## config.mk

```make
export PLATFORM = sky130hd
export DESIGN_NAME = i2c_timeout_mon
export DESIGN_NICKNAME = d
export VERILOG_FILES = /design/src/rtl/i2c_tmo_pkg.sv /design/src/rtl/i2c_tmo_satcnt.sv /design/src/rtl/i2c_tmo_datapath.sv /design/src/rtl/i2c_tmo_ctrl.sv /design/src/rtl/i2c_timeout_mon.sv
export SDC_FILE = /design/constraint.sdc
export NUM_CORES = 1
export LEC_CHECK = 0
export ABC_CLOCK_PERIOD_IN_PS = 3000
export BUFFER_PORTS_ARGS = -buffer_cell sky130_fd_sc_hd__buf_2
export CAP_MARGIN = 20
export CORE_ASPECT_RATIO = 0.75
export CORE_MARGIN = 1
export CORE_UTILIZATION = 30
export CTS_BUF_LIST = sky130_fd_sc_hd__clkbuf_8 sky130_fd_sc_hd__clkbuf_16
export DETAILED_ROUTE_END_ITERATION = 10
export PLACE_DENSITY = 0.49
export SLEW_MARGIN = 30
export SYNTH_ARGS = -nofsm -noshare
export SYNTH_HDL_FRONTEND = slang
export SYNTH_HIERARCHICAL = 1
export SYNTH_SLANG_ARGS = --single-unit
```

## constraint.sdc

```tcl
create_clock -name clk -period 3 [get_ports clk]
set_input_delay 0.15 -clock clk [delete_from_list [all_inputs] [get_ports clk]]
set_output_delay 0.15 -clock clk [all_outputs]
set_load 0.05 [all_outputs]
```

## src/rtl/i2c_tmo_pkg.sv

```systemverilog
package i2c_tmo_pkg;

  localparam int NUM_CAUSE = 4;
  localparam int CAUSE_LOW  = 0;
  localparam int CAUSE_RESP = 1;
  localparam int CAUSE_CTRL = 2;
  localparam int CAUSE_LONG = 3;

  typedef struct packed {
    logic lowInc;
    logic lowClr;
    logic respInc;
    logic ctrlInc;
    logic cumClr;
  } tmoStrobe_t;

endpackage

```

## src/rtl/i2c_tmo_satcnt.sv

```systemverilog
module i2c_tmo_satcnt #(
  parameter int LIM = 10,
  localparam int W = $clog2(LIM + 1)
) (
  input  logic         clk,
  input  logic         rstN,
  input  logic         clr,
  input  logic         inc,
  output logic [W-1:0] cnt,
  output logic         hit
);

  localparam logic [W-1:0] TOP = W'(LIM);
  localparam logic [W-1:0] PRE = W'(LIM - 1);

  logic canInc;
  assign canInc = inc && (cnt < TOP);
  // hit marks the increment that lands exactly on the limit
  assign hit = canInc && (cnt == PRE) && !clr;

  always_ff @(posedge clk) begin
    if (!rstN)       cnt <= '0;
    else if (clr)    cnt <= '0;
    else if (canInc) cnt <= cnt + 1'b1;
  end

  p_cum_bounded_r5: assert property (@(posedge clk) disable iff (!rstN)
    cnt <= TOP);

  p_cum_clear_r7: assert property (@(posedge clk) disable iff (!rstN)
    clr |=> (cnt == '0));

endmodule

```

## src/rtl/i2c_tmo_datapath.sv

```systemverilog
module i2c_tmo_datapath
  import i2c_tmo_pkg::*;
#(
  parameter int DIV_W       = 20,
  parameter int SLOW_LIM_MS = 30,
  parameter int FAST_LIM_MS = 12,
  parameter int RESP_LIM_MS = 25,
  parameter int CTRL_LIM_MS = 10,
  parameter int LONG_LIM_MS = 2000,
  localparam int LOW_W = $clog2(LONG_LIM_MS + 1)
) (
  input  logic             clk,
  input  logic             rstN,
  input  logic [DIV_W-1:0] tickDiv,
  input  logic             fastMode,
  input  tmoStrobe_t       strb,
  output logic             tick,
  output logic [LOW_W-1:0] lowCnt,
  output logic             hitShort,
  output logic             hitLong,
  output logic             hitResp,
  output logic             hitCtrl
);

  localparam logic [LOW_W-1:0] LONG_TOP = LOW_W'(LONG_LIM_MS);
  localparam logic [LOW_W-1:0] LONG_PRE = LOW_W'(LONG_LIM_MS - 1);
  localparam logic [LOW_W-1:0] SLOW_PRE = LOW_W'(SLOW_LIM_MS - 1);
  localparam logic [LOW_W-1:0] FAST_PRE = LOW_W'(FAST_LIM_MS - 1);
  localparam int RESP_W = $clog2(RESP_LIM_MS + 1);
  localparam int CTRL_W = $clog2(CTRL_LIM_MS + 1);

  // tick prescaler, free running
  logic [DIV_W-1:0] divCnt;
  assign tick = (divCnt >= tickDiv);

  always_ff @(posedge clk) begin
    if (!rstN)     divCnt <= '0;
    else if (tick) divCnt <= '0;
    else           divCnt <= divCnt + 1'b1;
  end

  // continuous low counter, saturates at the long-term limit
  logic lowStep;
  logic [LOW_W-1:0] shortPre;
  assign lowStep  = strb.lowInc && !strb.lowClr && (lowCnt < LONG_TOP);
  assign shortPre = fastMode ? FAST_PRE : SLOW_PRE;
  assign hitShort = lowStep && (lowCnt == shortPre);
  assign hitLong  = lowStep && (lowCnt == LONG_PRE);

  always_ff @(posedge clk) begin
    if (!rstN)            lowCnt <= '0;
    else if (strb.lowClr) lowCnt <= '0;
    else if (lowStep)     lowCnt <= lowCnt + 1'b1;
  end

  // cumulative extension budgets
  logic [RESP_W-1:0] respCnt;
  logic [CTRL_W-1:0] ctrlCnt;

  i2c_tmo_satcnt #(.LIM(RESP_LIM_MS)) u_respBudget (
    .clk (clk),
    .rstN(rstN),
    .clr (strb.cumClr),
    .inc (strb.respInc),
    .cnt (respCnt),
    .hit (hitResp)
  );

  i2c_tmo_satcnt #(.LIM(CTRL_LIM_MS)) u_ctrlBudget (
    .clk (clk),
    .rstN(rstN),
    .clr (strb.cumClr),
    .inc (strb.ctrlInc),
    .cnt (ctrlCnt),
    .hit (hitCtrl)
  );

  p_tick_spacing_r1: assert property (@(posedge clk) disable iff (!rstN)
    (tick && (tickDiv != '0)) |=> (!tick || !$stable(tickDiv)));

  p_low_bounded_r8: assert property (@(posedge clk) disable iff (!rstN)
    lowCnt <= LONG_TOP);

  p_low_holds_r1: assert property (@(posedge clk) disable iff (!rstN)
    (!tick && !strb.lowClr) |=> $stable(lowCnt));

endmodule

```

## src/rtl/i2c_tmo_ctrl.sv

```systemverilog
module i2c_tmo_ctrl
  import i2c_tmo_pkg::*;
(
  input  logic                 clk,
  input  logic                 rstN,
  input  logic                 tick,
  input  logic                 sclSync,
  input  logic                 toEnable,
  input  logic                 fastMode,
  input  logic                 respHold,
  input  logic                 ctrlHold,
  input  logic                 busStart,
  input  logic                 busStop,
  input  logic                 flagClear,
  input  logic                 hitShort,
  input  logic                 hitLong,
  input  logic                 hitResp,
  input  logic                 hitCtrl,
  output tmoStrobe_t           strb,
  output logic                 commReset,
  output logic [NUM_CAUSE-1:0] causeFlags
);

  logic lowTick;
  logic budgetOn;
  logic [NUM_CAUSE-1:0] fire;

  assign lowTick  = tick && !sclSync;
  assign budgetOn = toEnable && !fastMode;

  always_comb begin
    strb         = '0;
    strb.lowClr  = sclSync;
    strb.lowInc  = lowTick;
    strb.cumClr  = busStart || busStop;
    strb.respInc = lowTick && respHold && budgetOn;
    strb.ctrlInc = lowTick && ctrlHold && budgetOn;
  end

  always_comb begin
    fire             = '0;
    fire[CAUSE_LOW]  = hitShort && toEnable;
    fire[CAUSE_RESP] = hitResp;
    fire[CAUSE_CTRL] = hitCtrl;
    fire[CAUSE_LONG] = hitLong;
  end

  always_ff @(posedge clk) begin
    if (!rstN) begin
      commReset  <= 1'b0;
      causeFlags <= '0;
    end else begin
      commReset  <= |fire;
      causeFlags <= (flagClear ? '0 : causeFlags) | fire;
    end
  end

  p_pulse_cause_r9: assert property (@(posedge clk) disable iff (!rstN)
    commReset |-> (causeFlags != '0));

  p_flag_clear_r10: assert property (@(posedge clk) disable iff (!rstN)
    flagClear |=> ((causeFlags == '0) || commReset));

  p_resp_mode_r5: assert property (@(posedge clk) disable iff (!rstN)
    $rose(causeFlags[CAUSE_RESP]) |-> $past(toEnable && !fastMode));

  p_ctrl_mode_r6: assert property (@(posedge clk) disable iff (!rstN)
    $rose(causeFlags[CAUSE_CTRL]) |-> $past(toEnable && !fastMode));

  p_long_low_r8: assert property (@(posedge clk) disable iff (!rstN)
    $rose(causeFlags[CAUSE_LONG]) |-> $past(!sclSync));

endmodule

```

## src/rtl/i2c_timeout_mon.sv

```systemverilog
module i2c_timeout_mon
  import i2c_tmo_pkg::*;
#(
  parameter int DIV_W       = 20,
  parameter int SLOW_LIM_MS = 30,
  parameter int FAST_LIM_MS = 12,
  parameter int RESP_LIM_MS = 25,
  parameter int CTRL_LIM_MS = 10,
  parameter int LONG_LIM_MS = 2000,
  localparam int LOW_W = $clog2(LONG_LIM_MS + 1)
) (
  input  logic                 clk,
  input  logic                 rstN,
  input  logic [DIV_W-1:0]     tickDiv,
  input  logic                 sclSync,
  input  logic                 toEnable,
  input  logic                 fastMode,
  input  logic                 respHold,
  input  logic                 ctrlHold,
  input  logic                 busStart,
  input  logic                 busStop,
  input  logic                 flagClear,
  output logic                 commReset,
  output logic [NUM_CAUSE-1:0] causeFlags
);

  tmoStrobe_t       strb;
  logic             tick;
  logic [LOW_W-1:0] lowCnt;
  logic             hitShort;
  logic             hitLong;
  logic             hitResp;
  logic             hitCtrl;

  i2c_tmo_datapath #(
    .DIV_W      (DIV_W),
    .SLOW_LIM_MS(SLOW_LIM_MS),
    .FAST_LIM_MS(FAST_LIM_MS),
    .RESP_LIM_MS(RESP_LIM_MS),
    .CTRL_LIM_MS(CTRL_LIM_MS),
    .LONG_LIM_MS(LONG_LIM_MS)
  ) u_dp (
    .clk     (clk),
    .rstN    (rstN),
    .tickDiv (tickDiv),
    .fastMode(fastMode),
    .strb    (strb),
    .tick    (tick),
    .lowCnt  (lowCnt),
    .hitShort(hitShort),
    .hitLong (hitLong),
    .hitResp (hitResp),
    .hitCtrl (hitCtrl)
  );

  i2c_tmo_ctrl u_ctrl (
    .clk       (clk),
    .rstN      (rstN),
    .tick      (tick),
    .sclSync   (sclSync),
    .toEnable  (toEnable),
    .fastMode  (fastMode),
    .respHold  (respHold),
    .ctrlHold  (ctrlHold),
    .busStart  (busStart),
    .busStop   (busStop),
    .flagClear (flagClear),
    .hitShort  (hitShort),
    .hitLong   (hitLong),
    .hitResp   (hitResp),
    .hitCtrl   (hitCtrl),
    .strb      (strb),
    .commReset (commReset),
    .causeFlags(causeFlags)
  );

  p_low_clear_r4: assert property (@(posedge clk) disable iff (!rstN)
    sclSync |=> (lowCnt == '0));

endmodule

```

==> flow_results.org <==
** Synthesis
- Count of yosys warnings during synthesis :: 6
- Sequential elements use 33.1% of the synthesized area.
- Number of enable flip-flop cells after synthesis :: 0
- Number of standard cells after synthesis :: 306
- Synthesized flop and latch total :: 45
- After synthesis, the mean cell area works out to 8.89 um^2.
- Dominant synthesized flop cell :: sky130_fd_sc_hd__dfxtp_1
- The mapped netlist covers 2720 um^2.
- Synthesized net count :: 362
- Number of distinct library cell variants in the gate-level netlist after synthesis :: 51
- Async set-or-reset flop fraction in the synthesized netlist :: 0%

** Critical path
- The worst register-to-register path ends at u_ctrl/commReset.
- Data arrives at the worst endpoint at 2.89 ns.
- The critical path is of the flip-flop to flip-flop type.
- For the worst setup path, the data required time is 3.21 ns.
- Measured in cells, the most critical reg-to-reg path has a length of 12.
- In this run the critical register-to-register path is launched from u_dp/divCnt[17].
- Along the worst path, the maximum fanout reaches 8.
- Kind of launch point of the worst setup path :: flip-flop
- Across all register-to-register paths, the minimum setup slack is 0.33 ns.
- STA classifies the critical path endpoint as a flip-flop.

** GRT
- Remaining Overflow, GRT :: 0
- GRT busiest layer :: met1
- GR Util met1 :: 20.1%
- Number of antenna violations at the first check in global routing :: 0
- Met2 capacity usage during global routing :: 19.5%
- Global routing used 13.6% of the available tracks across all layers.
- Entering global routing, the biggest net connects 21 pins.
- The first global-routing pass estimated 10.3 mm of wire.
- The via count of the first global-routing pass was 2154.
- In the global route stage, met3 resource usage came out at 2.67%.

** Final layout
- Relative to the synthesized area, the layout overhead comes to 17.5%.
- Fraction of final layout cells sized beyond drive strength 1 :: 20.4%
- Number of antenna repair diodes :: 0
- After routing the design area is 3200 um^2.
- Number of nets in the layout :: 398

** Routing
- The routed design has 5.87 mm of wire.
- In the routed design, unresolved DRC markers number 1.
- Routed WL per cell :: 13.0 um
- Using the TritonRoute via totals, the vias-per-cell ratio works out to 4.82.
- Detailed-router iteration count before antenna repair :: 7
- Vias post-DR :: 2173
- After the first detailed-routing iteration, the DRC count stood at 85.
- Post-route ant nets :: 0

** Timing
- For the final routed database, the setup TNS stands at 0 ns.
- The worst path uses 89.0% of the clock period.
- FMAX :: 374 MHz
- Final number of max-transition violations :: 0
- Worst hold-check slack :: 0.165 ns
- The worst pin sits at a relative slew slack of 70.4%.
- Shortest period the worst path allows :: 2.67 ns
- Across the routed clock network, the largest skew measured is 0.00634 ns.
- Setup repair after global routing missed its margin :: no
- The number of hold violations in the final report is 0.
- Worst-Margin Slew :: 0.444 ns
- Setup violations remaining at the end of the flow were counted as 0.
- Post-layout worst setup margin :: 0.329 ns

** Clocking
- The later pin in the worst-skew pair is clocked with a latency of 0.29 ns.
- The clock passes through at most 2 buffers.
- Maximum level of the CTS H-tree :: 2
- In this run, CTS created clock tree buffers numbering 5.
- Hold buffers post-CTS :: 0
- Root Buffer :: sky130_fd_sc_hd__clkbuf_16
- In this run the post-CTS setup repair buffer count came out at 0.
- TritonCTS built the clock tree.
- Clock-pin slew was measured on the worst setup and hold paths at 0.06 ns.
- Once the clock tree was built, the resizer swapped 0 gates to a different size.
- Number of sinks on the clock net :: 45

** Hold path
- Along the worst hold path, the cell count comes to 3.
- HP Start :: toEnable
- Type of the tightest min-delay check :: input pin to flip-flop
- Endpoint of the worst hold-timing path :: u_ctrl/commReset

** Status
- Violations in the final reports :: design-rule violations
- Run status :: finished, violations left

** Power
- Largest vdd supply drop :: 0.000220 V
- Power spread over the standard cell area amounts to 418 nW/um^2.
- The analysis attributes to cell leakage a power of 1.33 nW.

** Die
- The die covers 9460 um^2.
- I/O pin total :: 35
- For this configuration, the core starts out at a cell density of 31.5%.
- Measured along the x axis, the die boundary spans 112 um.
- Die extent in y :: 84.5 um
- After floorplanning, the core was divided into 29 placement rows.
- Core area :: 8640 um^2

** Flow run
- Maximum capacitance violations :: 0

** Placement
- Placer Congestion :: 0.796
- DPL Wire Length :: 4.39 mm
- Placement Setup Slack :: 0.296 ns
- The placed instances occupy a cell area of 3010 um^2.
- In this run the tool buffered the top-level ports with 34 buffer cells.
worst max-delay path by stage:
stage / startpoint / to / depth (start not counted)
2_1_floorplan: u_dp/divCnt[2] / u_ctrl/commReset / 13
3_3_place_gp: u_dp/divCnt[2] / u_ctrl/commReset / 12
3_5_place_dp: u_dp/divCnt[17] / u_ctrl/commReset / 12
4_1_cts: u_dp/divCnt[17] / u_ctrl/commReset / 12
5_1_grt: u_dp/divCnt[17] / u_ctrl/commReset / 12
6_report: u_dp/divCnt[17] / u_ctrl/commReset / 12
sequential cells by signal, indices dropped and copies added, names as in the netlist:
register / count
u_dp/u_ctrlBudget/cnt: 4
u_dp/u_respBudget/cnt: 5
u_ctrl/commReset: 1
u_dp/divCnt: 20
u_ctrl/causeFlags: 4
u_dp/lowCnt: 11
placed cells by master (no fill, tap or decap), types with 3 or more instances in the layout:
| cell | Yosys | final |
|---|---|---|
| sky130_fd_sc_hd__nand4_1 | 9 | 9 |
| sky130_fd_sc_hd__buf_2 | 3 | 34 |
| sky130_fd_sc_hd__nor3_1 | 14 | 13 |
| sky130_fd_sc_hd__o211ai_1 | 4 | 4 |
| sky130_fd_sc_hd__nand2b_1 | 5 | 5 |
| sky130_fd_sc_hd__o21ai_0 | 7 | 7 |
| sky130_fd_sc_hd__a41oi_1 | 3 | 3 |
| sky130_fd_sc_hd__dfxtp_1 | 45 | 45 |
| sky130_fd_sc_hd__and3_1 | 4 | 4 |
| sky130_fd_sc_hd__xnor2_1 | 10 | 10 |
| sky130_fd_sc_hd__o21a_1 | 4 | 4 |
| sky130_fd_sc_hd__a31oi_1 | 3 | 3 |
| sky130_fd_sc_hd__nand3_1 | 6 | 6 |
| sky130_fd_sc_hd__a211oi_1 | 4 | 4 |
| sky130_fd_sc_hd__clkbuf_16 | 0 | 5 |
| sky130_fd_sc_hd__ha_1 | 26 | 26 |
| sky130_fd_sc_hd__nor2b_1 | 4 | 4 |
| sky130_fd_sc_hd__xor2_1 | 17 | 17 |
| sky130_fd_sc_hd__nand2_1 | 19 | 19 |
| sky130_fd_sc_hd__a21oi_1 | 9 | 9 |
| sky130_fd_sc_hd__nor3_2 | 11 | 12 |
| sky130_fd_sc_hd__and2_1 | 5 | 5 |
| sky130_fd_sc_hd__buf_4 | 2 | 3 |
| sky130_fd_sc_hd__inv_1 | 29 | 29 |
| sky130_fd_sc_hd__nor2_1 | 25 | 25 |
layer usage:
metal,wire length (um),vias up
li1,-,1145
met1,3280,984
met2,2290,36
met3,220,8
met4,82,0
met5,0,-
through the flow:
step	power, W	utilization, %	instances
after global routing	0.00140	37.0	451
after global placement	0.000694	34.8	443
after CTS	0.00136	36.9	451
after detailed placement	0.000694	34.8	443
final	0.00134	37.0	451
after floorplan	0.000660	-	306
cells by family (layout without fill, tap and decap cells):
group	count (synthesis)	count (layout)	share of synthesized area (%)
flip-flops	45	45	33.1
XOR/XNOR	27	27	8.69
AO/OA/AOI/OAI	46	46	12.1
buffers and inverters	37	74	5.57
multiplexers	1	1	0.368
adder cells (fa/ha/maj)	26	26	12.0
AND/OR/NAND/NOR	124	124	28.2
critical path: stages (launching register included):
cell	delay, ns
sky130_fd_sc_hd__dfxtp_1	0.33
sky130_fd_sc_hd__ha_1	0.29
sky130_fd_sc_hd__nand4_1	0.15
sky130_fd_sc_hd__nor2_1	0.25
sky130_fd_sc_hd__nand4_1	0.14
sky130_fd_sc_hd__o21ai_2	0.14
sky130_fd_sc_hd__nand2b_1	0.13
sky130_fd_sc_hd__and4bb_1	0.23
sky130_fd_sc_hd__and2_1	0.29
sky130_fd_sc_hd__nand4_1	0.15
sky130_fd_sc_hd__nor4_2	0.23
sky130_fd_sc_hd__nor3_1	0.09
sky130_fd_sc_hd__a21boi_0	0.17
where the power goes:
group	leakage, nW	switching [W]	internal [W]
clock network	0.0831	0.000241	0.000416
registers	0.363	0.00000412	0.000601
logic	0.889	0.0000402	0.0000342
total	1.33	0.000285	0.00105
synth_stat cells (3+ instances only):
library cell	n	area share, %
sky130_fd_sc_hd__dfxtp_1	45	33
sky130_fd_sc_hd__inv_1	29	4.0
sky130_fd_sc_hd__ha_1	26	12
sky130_fd_sc_hd__nor2_1	25	3.4
sky130_fd_sc_hd__nand2_1	19	2.6
sky130_fd_sc_hd__xor2_1	17	5.5
sky130_fd_sc_hd__nor3_1	14	2.6
sky130_fd_sc_hd__nor3_2	11	4.0
sky130_fd_sc_hd__xnor2_1	10	3.2
sky130_fd_sc_hd__a21oi_1	9	1.7
sky130_fd_sc_hd__nand4_1	9	2.1
sky130_fd_sc_hd__o21ai_0	7	1.3
sky130_fd_sc_hd__nand3_1	6	1.1
sky130_fd_sc_hd__and2_1	5	1.1
sky130_fd_sc_hd__nand2b_1	5	1.1
sky130_fd_sc_hd__a211oi_1	4	1.1
sky130_fd_sc_hd__and3_1	4	0.92
sky130_fd_sc_hd__nor2b_1	4	0.92
sky130_fd_sc_hd__o211ai_1	4	1.1
sky130_fd_sc_hd__o21a_1	4	1.1
sky130_fd_sc_hd__a31oi_1	3	0.69
sky130_fd_sc_hd__a41oi_1	3	0.97
sky130_fd_sc_hd__buf_2	3	0.55
sky130_fd_sc_hd__nor4_1	3	0.69
cell type report:
| cell class | count | area (um^2) |
|---|---|---|
| Tap cell | 108 | 135 |
| Sequential cell | 45 | 901 |
| Inverter | 29 | 109 |
| Multi-Input combinational cell | 224 | 1680 |
| Fill cell | 889 | 5440 |
| Clock inverter | 2 | 37.5 |
| Timing Repair Buffer | 37 | 193 |
| Clock buffer | 6 | 139 |
Note: power is estimated with default switching activity, not from simulation.
